==> src/rtl/tonegen_pkg.sv <==
package tonegen_pkg;

  localparam real TWO_PI = 6.283185307179586;

  // Signed sine value for table slot idx of a depth-entry period, peak amp.
  function automatic int sine_entry(input int idx, input int depth, input int amp);
    real r;
    r = real'(amp) * $sin(TWO_PI * real'(idx) / real'(depth));
    return int'(r);
  endfunction

endpackage

==> src/rtl/tonegen_sync.sv <==
module tonegen_sync #(
  parameter int W = 1
) (
  input  logic         clk,
  input  logic         rst_n,
  input  logic [W-1:0] d_i,
  output logic [W-1:0] q_o
);

  logic [W-1:0] meta_q, meta_d;
  logic [W-1:0] out_q, out_d;

  always_comb begin
    meta_d = d_i;
    out_d  = meta_q;
  end

  always_ff @(posedge clk or negedge rst_n) begin
    if (!rst_n) begin
      meta_q <= '0;
      out_q  <= '0;
    end else begin
      meta_q <= meta_d;
      out_q  <= out_d;
    end
  end

  assign q_o = out_q;

endmodule

==> src/rtl/tonegen_phase.sv <==
module tonegen_phase #(
  parameter int IDX_W  = 6,
  parameter int STEP_W = 4
) (
  input  logic              clk,
  input  logic              rst_n,
  input  logic              adv_i,
  input  logic [STEP_W-1:0] field_i,
  output logic [IDX_W-1:0]  idx_o
);

  logic [IDX_W-1:0] idx_q, idx_d;
  logic [IDX_W-1:0] step;

  always_comb begin
    step  = IDX_W'(field_i) + IDX_W'(1);
    idx_d = idx_q;
    if (adv_i) idx_d = idx_q + step;
  end

  always_ff @(posedge clk or negedge rst_n) begin
    if (!rst_n) idx_q <= '0;
    else        idx_q <= idx_d;
  end

  assign idx_o = idx_q;

endmodule

==> src/rtl/tonegen_sine.sv <==
module tonegen_sine #(
  parameter int IDX_W    = 6,
  parameter int SAMPLE_W = 16
) (
  input  logic [IDX_W-1:0]           idx_i,
  output logic signed [SAMPLE_W-1:0] val_o
);

  localparam int DEPTH = 1 << IDX_W;
  localparam int AMP   = (1 << (SAMPLE_W - 1)) - 1;

  logic signed [SAMPLE_W-1:0] rom [DEPTH];

  for (genvar k = 0; k < DEPTH; k++) begin : g_rom
    localparam int VAL = tonegen_pkg::sine_entry(k, DEPTH, AMP);
    assign rom[k] = SAMPLE_W'(VAL);
  end

  assign val_o = rom[idx_i];

endmodule

==> src/rtl/tonegen_top.sv <==
module tonegen_top #(
  parameter int SAMPLE_W = 16,
  parameter int IDX_W    = 6,
  parameter int FIELD_W  = 4
) (
  input  logic                      clk,
  input  logic                      rst_n,
  input  logic                      sample_req_i,
  input  logic [2*FIELD_W-1:0]      switch_i,
  input  logic [1:0]                button_i,
  output logic signed [SAMPLE_W-1:0] left_o,
  output logic signed [SAMPLE_W-1:0] right_o,
  output logic                      valid_o
);

  localparam int NCH = 2;

  // reset: asynchronous assertion, synchronized release
  logic [1:0] rst_sh_q;
  logic       rst_q_n;

  always_ff @(posedge clk or negedge rst_n) begin
    if (!rst_n) rst_sh_q <= '0;
    else        rst_sh_q <= {rst_sh_q[0], 1'b1};
  end
  assign rst_q_n = rst_sh_q[1];

  // input synchronizers
  logic [2*FIELD_W-1:0] sw_s;
  logic [NCH-1:0]       btn_s;

  tonegen_sync #(.W(2*FIELD_W)) u_sw_sync (
    .clk(clk), .rst_n(rst_q_n), .d_i(switch_i), .q_o(sw_s)
  );
  tonegen_sync #(.W(NCH)) u_btn_sync (
    .clk(clk), .rst_n(rst_q_n), .d_i(button_i), .q_o(btn_s)
  );

  // per-channel phase and lookup; channel 0 = left, 1 = right
  logic [IDX_W-1:0]           phase [NCH];
  logic signed [SAMPLE_W-1:0] wave  [NCH];
  logic signed [SAMPLE_W-1:0] smp_d [NCH];

  for (genvar c = 0; c < NCH; c++) begin : g_ch
    tonegen_phase #(.IDX_W(IDX_W), .STEP_W(FIELD_W)) u_phase (
      .clk    (clk),
      .rst_n  (rst_q_n),
      .adv_i  (sample_req_i),
      .field_i(sw_s[(NCH-1-c)*FIELD_W +: FIELD_W]),
      .idx_o  (phase[c])
    );
    tonegen_sine #(.IDX_W(IDX_W), .SAMPLE_W(SAMPLE_W)) u_sine (
      .idx_i(phase[c]),
      .val_o(wave[c])
    );
    assign smp_d[c] = btn_s[c] ? '0 : wave[c];
  end

  // output registers
  logic signed [SAMPLE_W-1:0] left_q, left_d, right_q, right_d;
  logic                       valid_q, valid_d;

  always_comb begin
    left_d  = left_q;
    right_d = right_q;
    valid_d = sample_req_i;
    if (sample_req_i) begin
      left_d  = smp_d[0];
      right_d = smp_d[1];
    end
  end

  always_ff @(posedge clk or negedge rst_q_n) begin
    if (!rst_q_n) begin
      left_q  <= '0;
      right_q <= '0;
      valid_q <= 1'b0;
    end else begin
      left_q  <= left_d;
      right_q <= right_d;
      valid_q <= valid_d;
    end
  end

  assign left_o  = left_q;
  assign right_o = right_q;
  assign valid_o = valid_q;

endmodule

==> config.mk <==
export PLATFORM = sky130hd
export DESIGN_NAME = tonegen_top
export DESIGN_NICKNAME = d
export VERILOG_FILES = /design/src/rtl/tonegen_pkg.sv /design/src/rtl/tonegen_sync.sv /design/src/rtl/tonegen_phase.sv /design/src/rtl/tonegen_sine.sv /design/src/rtl/tonegen_top.sv
export SDC_FILE = /design/constraint.sdc
export NUM_CORES = 1
export LEC_CHECK = 0
export BUFFER_PORTS_ARGS = -buffer_cell sky130_fd_sc_hd__buf_2
export CORE_ASPECT_RATIO = 0.75
export CORE_MARGIN = 8
export CORE_UTILIZATION = 45
export CTS_CLUSTER_SIZE = 30
export DETAILED_ROUTE_END_ITERATION = 16
export PLACE_DENSITY = 0.71
export RECOVER_POWER = 50
export SYNTH_ARGS = -nofsm -noshare
export SYNTH_HDL_FRONTEND = slang
export SYNTH_SLANG_ARGS = --single-unit
==> constraint.sdc <==
create_clock -name clk -period 2.2 [get_ports clk]
set_clock_uncertainty 0.2 [all_clocks]
set_input_delay 0.11 -clock clk [delete_from_list [all_inputs] [get_ports clk]]
set_output_delay 0.11 -clock clk [all_outputs]
set_load 0.01 [all_outputs]
After elaboration in Yosys (flattened, before gate mapping) --
Memory sizes are Yosys's and may differ from the RTL's. Index checks and enable logic that the tools add are counted.
Word-level totals: memories kept 2, register bits after elaboration 67, ROM bits 2048, output and inout port bits 33
Memory list:
- (no name shown) | words 64, width 16, rd ports 1, clocked after Yosys merged registers in 0, write ports 0, RTL line tonegen_sine.sv:19 | assign val_o = rom[idx_i];
- (no name shown) | words 64, width 16, rd ports 1, clocked after Yosys merged registers in 0, write ports 0, RTL line tonegen_sine.sv:19
Cells by class: multiplexer cells 6, magnitude comparators 2, add/subtract/negate cells 4, bitwise operators 2
Operators with widths (count):
- $mux 16 | 6
- $ge 7x7->1 const B | 2
- $not 6->7 | 2
- $add 6x6->6 | 2
- $add 4x1->5 const B | 2

Logic depth before layout (Yosys ltp) --
word-level depth 5, depth in mapped cells 9

Hierarchy --
Synthesis repeated with hierarchy kept, for this count alone.
Unflattened totals: cell total of the unflattened synthesis 739, area, all modules 6142.1 um2
By module, submodules not included:
- tonegen_sine | seq. area each 0.0 um2, instances 2, area an instance 1681.6 um2, cells each 251
- tonegen_top | seq. area each 875.8 um2, instances 1, area an instance 1507.7 um2, cells each 141
- tonegen_sync at u_sw_sync | seq. area each 400.4 um2, instances 1, area an instance 400.4 um2, cells each 16
- tonegen_phase at g_ch[1].u_phase | seq. area each 150.1 um2, instances 1, area an instance 394.1 um2, cells each 39
- tonegen_phase at g_ch[0].u_phase | seq. area each 150.1 um2, instances 1, area an instance 376.6 um2, cells each 37
- tonegen_sync at u_btn_sync | seq. area each 100.1 um2, instances 1, area an instance 100.1 um2, cells each 4

Worst setup path before layout --
OpenSTA, ideal clock, no wires.
kind flip-flop to flip-flop, start register g_ch[1].u_phase.idx_q[0], end register right_q[12], in the netlist right_o[12], data arrival time 2.094 ns, setup time 0.126 ns, path slack -0.220 ns, cell stages (with the launch flop) 7, path buffers 1, path through dfrtp_1 -> buf_2 -> inv_1 -> ha_1 -> nor2b_1 -> mux4_2 -> a221o_1
Between the ends: longest elaborated chain between the ends 5
Ends and longest elaborated chain:
- start, declared | RTL line tonegen_phase.sv:12 | logic [IDX_W-1:0] idx_q, idx_d;
- start signal, assigned | RTL line tonegen_phase.sv:23 | else idx_q <= idx_d;
- $not 6->7 (not written as such) | RTL line tonegen_sine.sv:19
- $mem_v2 64x16
- $mux 16 (not written as such) (2 in series) | RTL line tonegen_sine.sv:19
- $mux 16 | RTL line tonegen_top.sv:56 | assign smp_d[c] = btn_s[c] ? '0 : wave[c];
- end signal, assigned | RTL line tonegen_top.sv:80 | right_q <= right_d;
- end, declared | RTL line tonegen_top.sv:60 | logic signed [SAMPLE_W-1:0] left_q, left_d, right_q, right_d;
No other way between the ends. The select of a mux whose other input is x is not followed. A chain may end at the register's enable or synchronous reset.

Worst setup path after layout --
start register g_ch[0].u_phase.idx_q[1], end register left_q[3], in the netlist left_o[3]
Between the ends: longest elaborated chain between the ends 5
Ends and longest elaborated chain:
- start, declared | RTL line tonegen_phase.sv:12
- start signal, assigned | RTL line tonegen_phase.sv:23
- $not 6->7 (not written as such) | RTL line tonegen_sine.sv:19
- $mem_v2 64x16
- $mux 16 (not written as such) (2 in series) | RTL line tonegen_sine.sv:19
- $mux 16 | RTL line tonegen_top.sv:56
- end signal, assigned | RTL line tonegen_top.sv:79 | left_q <= left_d;
- end, declared | RTL line tonegen_top.sv:60
No other way between the ends. The select of a mux whose other input is x is not followed.

==> flow_results.xml <==
<?xml version="1.0" encoding="UTF-8"?>
<metrics>
  <group name="floorplan">
    <metric name="core" unit="mm2">0.0123</metric>
    <metric name="total_i_o_pin_count" unit="">46</metric>
    <metric name="die_height" unit="um">114</metric>
    <metric name="effective_utilization_at_floorplan" unit="%">46.3</metric>
    <metric name="die_area" unit="mm2">0.0166</metric>
    <metric name="die_w" unit="um">146</metric>
    <metric name="placementRows" unit="">35</metric>
  </group>
  <group name="pwr">
    <metric name="p_seq_share" unit="%">15.1</metric>
    <metric name="powerDensity" unit="mW/mm2">1710</metric>
    <metric name="vdd_drop_max" unit="uV">954</metric>
    <metric name="leakage" unit="uW">0.00322</metric>
    <metric name="power.share.clock" unit="%">13.1</metric>
    <metric name="internal-power" unit="uW">6430</metric>
    <metric name="comb_power_share" unit="%">71.8</metric>
    <metric name="sw_frac_of_total" unit="%">49.9</metric>
    <metric name="p_switching" unit="uW">6390</metric>
  </group>
  <group name="global_routing">
    <metric name="sum_of_overflow_across_all_layers_after_global_routing" unit="">0</metric>
    <metric name="grt.total_usage" unit="%">27.7</metric>
    <metric name="largest_net_degree_at_the_start_of_global_routing" unit="">33</metric>
    <metric name="grt_first_pass_wirelength" unit="um">36200</metric>
    <metric name="first_global_vias" unit="">6212</metric>
    <metric name="antenna_found_initial" unit="">0</metric>
  </group>
  <group name="routing">
    <metric name="detail-route-antenna-nets" unit="">0</metric>
    <metric name="post_drt_wl_per_cell" unit="um">23.1</metric>
    <metric name="dr_drc_count" unit="">0</metric>
    <metric name="vias_per_cell" unit="">6.38</metric>
    <metric name="detailroute.via_count" unit="">6408</metric>
    <metric name="first_iter_violations" unit="">959</metric>
    <metric name="detail_route.wirelength" unit="um">23200</metric>
    <metric name="drt_first_pass_iters" unit="">6</metric>
  </group>
  <group name="sta">
    <metric name="rsz0062_at_grt" unit="">yes</metric>
    <metric name="final_hold_fails" unit="">0</metric>
    <metric name="worst_slew_pin_slew" unit="ns">1.31</metric>
    <metric name="worst_slack" unit="ns">0.0266</metric>
    <metric name="fmax" unit="GHz">0.460</metric>
    <metric name="report.final.setup_viol" unit="">0</metric>
    <metric name="slew_violations" unit="">0</metric>
    <metric name="post-route-min-period" unit="ns">2.17</metric>
    <metric name="slew-limit-headroom" unit="%">12.5</metric>
    <metric name="setup_tns" unit="ns">0</metric>
    <metric name="finalCritPeriodShare" unit="%">98.8</metric>
  </group>
  <group name="finish">
    <metric name="drive_gt1_share" unit="%">25.5</metric>
    <metric name="filler_cell_count" unit="">1120</metric>
    <metric name="final_cell_area" unit="mm2">0.00751</metric>
    <metric name="final_util" unit="%">60.8</metric>
    <metric name="final_cell_mix" unit="">buf_4 (110), nand2_1 (68), dfrtp_1 (63), o21ai_0 (57), a21oi_1 (52)</metric>
    <metric name="fin_nets" unit="">881</metric>
    <metric name="antenna_cells" unit="">0</metric>
    <metric name="leading_cell_type_in_the_layout_fill_and_taps_excluded" unit="">buf_4</metric>
    <metric name="layout-area-overhead-vs-synth" unit="%">31.5</metric>
    <metric name="finish.cell_count_without_fillers" unit="">1004</metric>
  </group>
  <group name="placement">
    <metric name="placedCellCount" unit="">971</metric>
    <metric name="post-place-ws" unit="ns">-0.0491</metric>
    <metric name="dp_hpwl" unit="um">17200</metric>
    <metric name="port_buffers" unit="">45</metric>
    <metric name="dpl_cell_area" unit="mm2">0.00684</metric>
    <metric name="gp_routability_congestion" unit="">0.986</metric>
  </group>
  <group name="critical_path">
    <metric name="timing.setup.critical_path_class" unit="">reg2reg</metric>
    <metric name="reg2reg_to" unit="">left_o[3]</metric>
    <metric name="maximum_fanout_along_the_worst_path" unit="">9</metric>
    <metric name="timing.critical_path.arrival" unit="ns">2.26</metric>
    <metric name="r2r_setup_slack" unit="ns">0.03</metric>
    <metric name="startpoint_type" unit="">flop</metric>
    <metric name="worst-endpoint-required" unit="ns">2.28</metric>
    <metric name="timing.reg2reg.worst_path_depth" unit="">7</metric>
    <metric name="timing.critical_path.to_type" unit="">flop</metric>
    <metric name="reg2reg_from" unit="">g_ch[0].u_phase.idx_o[1]</metric>
  </group>
  <group name="clock_network">
    <metric name="worst_setup_hold_path_clk_slew" unit="ns">0.07</metric>
    <metric name="clk_root_buffer_cell" unit="">clkbuf_16</metric>
    <metric name="clk_path_buf_depth" unit="">2</metric>
    <metric name="worstSkewPairLatency" unit="ns">0.34</metric>
    <metric name="tritoncts" unit="">yes</metric>
    <metric name="cts_max_level" unit="">3</metric>
    <metric name="tritoncts.num_buffers" unit="">9</metric>
    <metric name="numClockSinks" unit="">67</metric>
  </group>
  <group name="synth">
    <metric name="postSynthNetCount" unit="">751</metric>
    <metric name="syn_area_per_cell" unit="um2">8.12</metric>
    <metric name="synthesis.area" unit="mm2">0.00571</metric>
    <metric name="async_flop_share" unit="%">100</metric>
    <metric name="syn_inst" unit="">703</metric>
    <metric name="yosysWarnings" unit="">0</metric>
    <metric name="synth-seq-area-share" unit="%">29.4</metric>
    <metric name="synth-edff-count" unit="">0</metric>
    <metric name="netlist-cell-type-count" unit="">72</metric>
    <metric name="ys_seq_elements" unit="">67</metric>
    <metric name="synth_top_area_cell" unit="">dfrtp_1</metric>
    <metric name="synthDominantCellAreaShare" unit="%">29.4</metric>
    <metric name="ys.flop_type" unit="">dfrtp_1</metric>
    <metric name="yosys-top-cells-area" unit="">dfrtp_1 (29%), ha_1 (7.2%), o21ai_0 (5.3%)</metric>
  </group>
  <group name="hold_path">
    <metric name="hold_path.class" unit="">reg2reg</metric>
    <metric name="worst_hold_startpoint" unit="">u_sw_sync.meta_q[7]</metric>
    <metric name="min_delay_path_depth" unit="">0</metric>
    <metric name="hold_end" unit="">u_sw_sync.q_o[7]</metric>
  </group>
  <group name="run_status">
    <metric name="outcome" unit="">finished clean</metric>
  </group>
  <group name="job">
    <metric name="drv.max_cap_violation_count" unit="">0</metric>
  </group>
</metrics>
through the flow:
| step | total power [uW] | hold WS, ns |
|---|---|---|
| after detailed placement | 10400 | -0.302 |
| final | 12800 | 0.144 |
| after CTS | 12200 | 0.138 |
| after floorplan | 7190 | -0.386 |
| after global placement | 10400 | -0.305 |
| after global routing | 13600 | 0.153 |
layer usage:
layer  global-route usage [%]  routed length [um]
met5                        0                   0
met4                     6.91                 399
met3                     11.7                3170
met2                     36.4                8990
met1                     40.1               10700
sequential cells by signal, indices dropped and copies added, names as in the netlist:
signal              count
u_btn_sync.q_o          2
u_btn_sync.meta_q       2
valid_o                 1
g_ch.u_phase.idx_o     12
rst_sh_q                2
u_sw_sync.meta_q        8
u_sw_sync.q_o           8
left_o                 16
right_o                16
repair_timing:
item	4_1_cts	5_1_grt
pin swaps	0	8
endpoints found under the setup margin	8	24
hold endpoints to repair	15	0
setup buffers	0	4
gates resized for setup	10	36
hold buffers	13	0
kinds of logic after synthesis:
family / synth area share (%)
compound gates: 30.7
flops: 29.4
other cells: 0.0657
mux: 3.35
xor+xnor: 1.69
buf+inv: 7.93
simple gates: 19.0
fa+ha+maj: 7.93
area by class of cell:
class	instances	area (um2)	share of cell area (%)
well taps	166	208	2.77
multi-input cells	544	3810	50.8
repair buffers	179	1350	17.9
clock inverters	7	105	1.40
clock buffers	9	225	3.00
inverters	32	128	1.70
flip-flops and latches	67	1680	22.4
worst max path at each step:
stage,start,end,cells past startpoint
after floorplan,g_ch[1].u_phase.idx_o[0],right_o[12],8
after CTS,g_ch[1].u_phase.idx_o[0],right_o[9],8
final,g_ch[0].u_phase.idx_o[1],left_o[3],7
after global placement,g_ch[0].u_phase.idx_o[1],left_o[7],6
after detailed placement,g_ch[0].u_phase.idx_o[0],left_o[7],6
after global routing,g_ch[1].u_phase.idx_o[0],right_o[12],7
power groups by stage:
stage | clock network (uW) | logic, uW | registers, uW
floorplan | 0 | 5170 | 2020
global placement | 0 | 8530 | 1920
detailed placement | 0 | 8480 | 1940
CTS | 1680 | 8610 | 1930
global route | 1750 | 9820 | 1990
finish | 1680 | 9200 | 1940
cell usage after synthesis (all sizes together) (3+ instances only):
cell / number
a2111oi: 3
a211o: 3
a211oi: 10
a21boi: 3
a21o: 7
a21oi: 56
a221o: 5
a221oi: 6
a22oi: 3
a311oi: 12
a31oi: 13
a32oi: 5
and2: 3
and3: 5
buf: 44
clkbuf: 16
dfrtp: 67
ha: 33
inv: 31
mux2: 3
mux2i: 9
mux4: 3
nand2: 70
nand2b: 28
nand3: 18
nor2: 37
nor2b: 20
nor3: 22
o2111ai: 3
o211ai: 23
o21ai: 63
o221ai: 11
o22ai: 5
o2bb2ai: 8
o311ai: 7
o31ai: 3
or2: 4
xnor2: 7
xor2: 4
critical path, stage by stage, from the launching register on:
cell and delay, ns:
dfrtp_2 0.42, buf_4 0.16, ha_1 0.21, buf_12 0.15
and2_1 0.16, o311ai_0 0.49, a21o_1 0.18, a32o_1 0.15
No activity file was read; power rests on OpenSTA's default activity.
